==> src/rtl/pulse_bank_pkg.sv <==
package pulse_bank_pkg;
  typedef enum logic {MODE_SPLIT = 1'b0, MODE_CHAIN = 1'b1} pair_mode_e;
endpackage

==> src/rtl/pb_edge_sync.sv <==
module pb_edge_sync #(
  parameter int unsigned STAGES = 2
) (
  input  logic clk_i,
  input  logic rst_ni,
  input  logic in_i,
  output logic rise_o
);
  logic [STAGES:0] sh_q;

  always_ff @(posedge clk_i or negedge rst_ni) begin
    if (!rst_ni) sh_q <= '0;
    else         sh_q <= {sh_q[STAGES-1:0], in_i};
  end

  // last stage holds the previous synchronized level
  assign rise_o = sh_q[STAGES-1] & ~sh_q[STAGES];
endmodule

==> src/rtl/pb_pair_counter.sv <==
module pb_pair_counter
  import pulse_bank_pkg::*;
#(
  parameter int unsigned CNT_W = 8
) (
  input  logic                 clk_i,
  input  logic                 rst_ni,
  input  pair_mode_e           mode_i,
  input  logic                 tick_i,
  input  logic                 rise_a_i,
  input  logic                 rise_b_i,
  output logic [2*CNT_W-1:0]   cnt_a_o,
  output logic [2*CNT_W-1:0]   cnt_b_o,
  output logic                 drop_a_o,
  output logic                 drop_b_o
);
  localparam int unsigned PW = 2 * CNT_W;

  logic [CNT_W-1:0] lo_q, hi_q, lo_d, hi_d;
  logic             chain;

  assign chain = (mode_i == MODE_CHAIN);

  always_comb begin
    lo_d     = lo_q;
    hi_d     = hi_q;
    drop_a_o = 1'b0;
    drop_b_o = 1'b0;
    if (chain) begin
      if (tick_i) begin
        {hi_d, lo_d} = PW'(rise_a_i);
      end else if (rise_a_i) begin
        if (&{hi_q, lo_q}) drop_a_o = 1'b1;
        else               {hi_d, lo_d} = {hi_q, lo_q} + PW'(1);
      end
    end else begin
      if (tick_i)        lo_d = CNT_W'(rise_a_i);
      else if (rise_a_i) begin
        if (&lo_q) drop_a_o = 1'b1;
        else       lo_d = lo_q + CNT_W'(1);
      end
      if (tick_i)        hi_d = CNT_W'(rise_b_i);
      else if (rise_b_i) begin
        if (&hi_q) drop_b_o = 1'b1;
        else       hi_d = hi_q + CNT_W'(1);
      end
    end
  end

  always_ff @(posedge clk_i or negedge rst_ni) begin
    if (!rst_ni) begin
      lo_q <= '0;
      hi_q <= '0;
    end else begin
      lo_q <= lo_d;
      hi_q <= hi_d;
    end
  end

  assign cnt_a_o = chain ? {hi_q, lo_q} : {{CNT_W{1'b0}}, lo_q};
  assign cnt_b_o = chain ? '0 : {{CNT_W{1'b0}}, hi_q};
endmodule

==> src/rtl/pb_accum.sv <==
module pb_accum #(
  parameter int unsigned IN_W  = 16,
  parameter int unsigned ACC_W = 16
) (
  input  logic             clk_i,
  input  logic             rst_ni,
  input  logic             tick_i,
  input  logic             snap_i,
  input  logic [IN_W-1:0]  add_i,
  input  logic             drop_i,
  output logic [ACC_W-1:0] hold_o,
  output logic             acc_ovf_o,
  output logic             cnt_ovf_o
);
  logic [ACC_W-1:0] acc_q;
  logic [ACC_W:0]   sum;

  assign sum = {1'b0, acc_q} + (ACC_W+1)'(add_i);

  always_ff @(posedge clk_i or negedge rst_ni) begin
    if (!rst_ni) begin
      acc_q     <= '0;
      hold_o    <= '0;
      acc_ovf_o <= 1'b0;
      cnt_ovf_o <= 1'b0;
    end else begin
      cnt_ovf_o <= (cnt_ovf_o & ~snap_i) | drop_i;
      if (snap_i) begin
        hold_o    <= acc_q;
        acc_q     <= tick_i ? ACC_W'(add_i) : '0;
        acc_ovf_o <= 1'b0;
      end else if (tick_i) begin
        acc_q     <= sum[ACC_W] ? '1 : sum[ACC_W-1:0];
        acc_ovf_o <= acc_ovf_o | sum[ACC_W];
      end
    end
  end
endmodule

==> src/rtl/pb_scale.sv <==
module pb_scale #(
  parameter int unsigned ACC_W  = 16,
  parameter int unsigned COEF_W = 16,
  parameter int unsigned RES_W  = 32
) (
  input  logic              clk_i,
  input  logic              rst_ni,
  input  logic              en_i,
  input  logic [ACC_W-1:0]  hold_i,
  input  logic [COEF_W-1:0] gain_i,
  input  logic [COEF_W-1:0] offset_i,
  output logic [RES_W-1:0]  result_o
);
  localparam int unsigned PW = COEF_W + ACC_W + 1;

  logic signed [PW-1:0] prod, total;

  assign prod  = $signed(gain_i) * $signed({1'b0, hold_i});
  assign total = prod + $signed({{(PW-COEF_W){offset_i[COEF_W-1]}}, offset_i});

  always_ff @(posedge clk_i or negedge rst_ni) begin
    if (!rst_ni)   result_o <= '0;
    else if (en_i) result_o <= total[RES_W-1:0];
  end
endmodule

==> src/rtl/pulse_bank.sv <==
module pulse_bank
  import pulse_bank_pkg::*;
#(
  parameter int unsigned N_PAIRS     = 2,
  parameter int unsigned CNT_W       = 8,
  parameter int unsigned ACC_W       = 16,
  parameter int unsigned COEF_W      = 16,
  parameter int unsigned RES_W       = 32,
  parameter int unsigned SYNC_STAGES = 2,
  parameter bit          SCALE_EN    = 1'b1
) (
  input  logic                          clk_i,
  input  logic                          rst_ni,
  input  logic [2*N_PAIRS-1:0]          pulse_i,
  input  logic                          tick_i,
  input  logic                          snap_i,
  input  logic [N_PAIRS-1:0]            pair_en_i,
  input  logic [2*N_PAIRS*COEF_W-1:0]   gain_i,
  input  logic [2*N_PAIRS*COEF_W-1:0]   offset_i,
  output logic [2*N_PAIRS*ACC_W-1:0]    hold_o,
  output logic [2*N_PAIRS-1:0]          cnt_ovf_o,
  output logic [2*N_PAIRS-1:0]          acc_ovf_o,
  output logic [2*N_PAIRS*RES_W-1:0]    result_o,
  output logic                          result_valid_o
);
  localparam int unsigned N_CH = 2 * N_PAIRS;
  localparam int unsigned PW   = 2 * CNT_W;

  logic [N_CH-1:0] rise, drop;
  logic [PW-1:0]   cnt [N_CH];
  logic            snap_q;

  for (genvar ch = 0; ch < N_CH; ch++) begin : g_sync
    pb_edge_sync #(.STAGES(SYNC_STAGES)) u_sync (
      .clk_i  (clk_i),
      .rst_ni (rst_ni),
      .in_i   (pulse_i[ch]),
      .rise_o (rise[ch])
    );
  end

  for (genvar p = 0; p < N_PAIRS; p++) begin : g_pair
    pair_mode_e mode;
    assign mode = pair_en_i[p] ? MODE_CHAIN : MODE_SPLIT;
    pb_pair_counter #(.CNT_W(CNT_W)) u_cnt (
      .clk_i    (clk_i),
      .rst_ni   (rst_ni),
      .mode_i   (mode),
      .tick_i   (tick_i),
      .rise_a_i (rise[2*p]),
      .rise_b_i (rise[2*p+1]),
      .cnt_a_o  (cnt[2*p]),
      .cnt_b_o  (cnt[2*p+1]),
      .drop_a_o (drop[2*p]),
      .drop_b_o (drop[2*p+1])
    );
  end

  for (genvar ch = 0; ch < N_CH; ch++) begin : g_acc
    pb_accum #(.IN_W(PW), .ACC_W(ACC_W)) u_acc (
      .clk_i     (clk_i),
      .rst_ni    (rst_ni),
      .tick_i    (tick_i),
      .snap_i    (snap_i),
      .add_i     (cnt[ch]),
      .drop_i    (drop[ch]),
      .hold_o    (hold_o[ch*ACC_W +: ACC_W]),
      .acc_ovf_o (acc_ovf_o[ch]),
      .cnt_ovf_o (cnt_ovf_o[ch])
    );
  end

  always_ff @(posedge clk_i or negedge rst_ni) begin
    if (!rst_ni) begin
      snap_q         <= 1'b0;
      result_valid_o <= 1'b0;
    end else begin
      snap_q         <= snap_i;
      result_valid_o <= snap_q;
    end
  end

  if (SCALE_EN) begin : g_scale
    for (genvar ch = 0; ch < N_CH; ch++) begin : g_ch
      pb_scale #(.ACC_W(ACC_W), .COEF_W(COEF_W), .RES_W(RES_W)) u_scale (
        .clk_i    (clk_i),
        .rst_ni   (rst_ni),
        .en_i     (snap_q),
        .hold_i   (hold_o[ch*ACC_W +: ACC_W]),
        .gain_i   (gain_i[ch*COEF_W +: COEF_W]),
        .offset_i (offset_i[ch*COEF_W +: COEF_W]),
        .result_o (result_o[ch*RES_W +: RES_W])
      );
    end
  end else begin : g_noscale
    assign result_o = '0;
  end
endmodule

==> config.mk <==
export PLATFORM = sky130hd
export DESIGN_NAME = pulse_bank
export DESIGN_NICKNAME = d
export VERILOG_FILES = /design/src/rtl/pulse_bank_pkg.sv /design/src/rtl/pb_edge_sync.sv /design/src/rtl/pb_pair_counter.sv /design/src/rtl/pb_accum.sv /design/src/rtl/pb_scale.sv /design/src/rtl/pulse_bank.sv
export SDC_FILE = /design/constraint.sdc
export NUM_CORES = 2
export LEC_CHECK = 0
export ABC_AREA = 1
export ABC_CLOCK_PERIOD_IN_PS = 6000
export BUFFER_PORTS_ARGS = -buffer_cell sky130_fd_sc_hd__buf_2
export CORE_MARGIN = 1
export CORE_UTILIZATION = 50
export CTS_BUF_LIST = sky130_fd_sc_hd__clkbuf_4
export CTS_CLUSTER_DIAMETER = 150
export CTS_CLUSTER_SIZE = 12
export DETAILED_ROUTE_END_ITERATION = 7
export HOLD_SLACK_MARGIN = 0.06
export PLACE_DENSITY = 0.67
export SKIP_LAST_GASP = 1
export SYNTH_ARGS = -nofsm -noshare
export SYNTH_HDL_FRONTEND = slang
export SYNTH_SLANG_ARGS = --single-unit
==> constraint.sdc <==
create_clock -name clk_i -period 6 [get_ports clk_i]
set_input_delay 0 -clock clk_i [delete_from_list [all_inputs] [get_ports clk_i]]
set_output_delay 0 -clock clk_i [all_outputs]
set_load 0.05 [all_outputs]
==> impl_metrics.ini <==
[run_status]
outcome = completed

[logic_synthesis]
synth_top_cell_by_area = fa_1
synth.most_common_cell = nand2_1
ys.flop_type = dfrtp_1
synth_warnings = 0
postSynthAreaPerCell_sq_um = 7.10
netlist_top_cells_area = fa_1 31%, nand2_1 17%, inv_1 15%
ys_seq_elements = 310
synth_cells = 8244
synth_cell_type_count = 49
synth_nets = 9794
netlist_area_sq_um = 58500
synth_edf_count = 0
ys_async_sr_fraction_pct = 100
netlist.area_leader.share_pct = 30.9
yosysSeqAreaShare_pct = 13.3
ys_top_cells_by_count = 2644 x nand2_1, 2312 x inv_1, 904 x fa_1

[critical_path]
crit_path_top_delay_cell = dfrtp_1
crit_family = adder cells
r2r-start = g_acc[3].u_acc.hold_o[9]$_DFFE_PN0P_
crit_fanout = 8
slowest_delay_ps = 640
crit_path_start_kind = flip-flop
path_cells = buf_4, nand2_1, fa_1, inv_1, fa_1, fa_1, fa_1, fa_1, inv_1, fa_1, inv_1, ha_1, nand2_1, nor2_1, inv_1, nor2_1, and2_1, nand2_1, nand2_1, nand2_1, nand3_1, nand2_1
worstSetupStartpoint = g_acc[3].u_acc.hold_o[9]$_DFFE_PN0P_
path_buf_inv = 5
path_class = reg2reg
crit_required_ps = 6860
worst_ep_arrival_time_ps = 6630
crit_path_end_kind = flip-flop

[clocking]
cts_sinks = 310
cts_made_buffers = 30
clock_insertion_delay_worst_skew_ps = 970
htree_num_levels = 1
tritoncts = done
clkTransAtPathRegs_ps = 140
cts_root_buffer = clkbuf_4
clk_path_buf_depth = 3

[power_and_ir_drop]
total_power_mw = 30.4
max-vdd-ir-drop_mv = 0.505
power_switching_mw = 18.7
seq_power_share_pct = 10.6
p_int_mw = 11.8
cellPowerDensity_nw_per_um2 = 485
power_frac_comb_pct = 85.9
swShare_pct = 61.3
clockPowerShare_pct = 3.5
p_leak_nw = 38.9

[cells_and_area]
final_util_pct = 54.1
multiInputGateArea_sq_um = 40700
n_fill_cell = 11400
regArea_sq_um = 7820
design_area_sq_um = 62700
fin_cells = 9990
nets = 10000
drive_gt1_share_pct = 7.12
area_growth_pct = 7.19

[sta]
finalMaxSlewViolations = 0
slew_headroom_pct = 19.5
fmax_mhz = 173
final.period_utilization_pct = 96.2
skew_ps = 101
timing.hold.ws_ps = 163
layout_setup_ws_ps = 230
final-hold-violation-count = 0
rsz0062_at_grt = true
finalSetupTns_ps = 0
worst_pin_slew_ps = 1200
finalSetupViolCount = 0
period_minus_slack_ps = 5770

[drt]
drt-met1-wl_um = 73900
drt_wl_total_um = 168000
via_per_inst = 5.01
num_vias = 50000
wire_per_inst_um = 16.8
drtIter0Drc = 3439
wl_met3_um = 13400
dr.pass1.iters = 6
drtAntennaViolNets = 0
top_layer_used = met5
routed-wl-met2_um = 76100
drc = 0

[global_routing]
antenna_found_initial = 10
grt_usage_pct = 28.9
grt_pass1_wl_um = 271000
overflow = 0
first_global_vias = 50900
grt_max_degree = 142

[floorplan]
dieArea_sq_um = 118000
ios = 339
chipWidth_um = 344
fp-row-count = 125
coreArea_sq_um = 116000
die_y_um = 344
initial_core_util_pct = 50.4

[placement]
hpwl_um = 138000
dpl_cell_area_sq_um = 61600
place_congestion = 0.960
preCtsSetupSlack_ps = -2.95
dp_cells = 9870
port_buffers = 338

[run]
maxCapViolations = 0

[min_path]
hp-start = gain_i[49]
hold_class = in2reg
-- kinds of logic after synthesis --
kind of cell	Yosys count	share of synthesized area [%]
simple gates	3440	23.6
buf+inv	2670	17.2
fa+ha+maj	1412	41.8
compound gates	343	3.11
flops	310	13.3
xor+xnor	69	1.03
-- flip-flops by register name, indices dropped and copies added (netlist names) --
signal,count
g_scale.g_ch.u_scale.result_o,128
g_acc.u_acc.acc_q,64
g_acc.u_acc.hold_o,64
g_pair.u_cnt.hi_q,16
g_pair.u_cnt.lo_q,16
g_sync.u_sync.sh_q,12
g_acc.u_acc.acc_ovf_o,4
g_acc.u_acc.cnt_ovf_o,4
result_valid_o,1
snap_q,1
-- layout by cell type, fill, tap and decap left out, drive strengths merged --
cell / count
nand2: 2658
inv: 2332
fa: 904
ha: 508
buf: 445
nor2: 323
dfrtp: 310
nand3: 309
o21ai: 169
a21oi: 144
dlygate4sd3: 70
nand4: 51
xnor2: 37
nor3: 37
xor2: 32
clkbuf: 31
nand3b: 24
and2: 18
or2: 16
clkinv: 8
o21bai: 7
diode: 6
a21o: 6
o22ai: 5
a31oi: 3
o211ai: 2
nor4: 2
o21a: 2
nor3b: 2
a22o: 1
a32o: 1
a21boi: 1
a22oi: 1
o31ai: 1
-- worst paths after layout --
kind | cells after the start | to | slack [ps]
max | 22 | g_scale.g_ch[3].u_scale.result_o[29]$_DFFE_PN0P_ | 230
max in group asynchronous | 4 | g_scale.g_ch[0].u_scale.result_o[2]$_DFFE_PN0P_ | 4850
min reg2reg | 0 | g_sync[2].u_sync.sh_q[1]$_DFF_PN0_ | 360
min in group asynchronous | 4 | g_scale.g_ch[1].u_scale.result_o[25]$_DFFE_PN0P_ | 210
min | 8 | g_scale.g_ch[3].u_scale.result_o[3]$_DFFE_PN0P_ | 160
max reg2reg | 22 | g_scale.g_ch[3].u_scale.result_o[29]$_DFFE_PN0P_ | 230
-- worst min-delay path: stages --
cell	delay [ps]
buf_2	330
nand2_1	90
inv_1	60
ha_1	140
ha_1	150
ha_1	160
nand2_1	90
nand2_1	80
-- power by group through the flow --
stage               Sequential (mW)  Combinational, mW  Clock (mW)
floorplan                      4.45               17.5           0
global placement               3.26               25.6           0
detailed placement             3.26               25.8           0
CTS                            3.22               26.0        1.14
global route                   3.27               29.7        1.19
finish                         3.22               26.1        1.08
-- layer usage --
layer,global-route usage (%),up-vias
met5,0,-
met4,7.40,4
met3,5.22,259
met2,46.9,1636
met1,39.9,24100
li1,-,24000
-- area by class of cell --
cell class              count  share of cell area [%]
multi-input cells        5264                    64.9
inverters                2335                    14.0
flip-flops and latches    310                    12.5
repair buffers            515                    5.19
well taps                1524                    3.04
clock buffers              31                   0.371
clock inverters             5                  0.0499
diodes                      6                  0.0239
-- timing repair --
item                                   4_1_cts  5_1_grt
hold buffers                                71        0
setup endpoints to repair                    6       43
setup buffers                                0        7
gates resized for setup                      3       45
endpoints found under the hold margin      493        0
(Power assumes the default switching activity.)
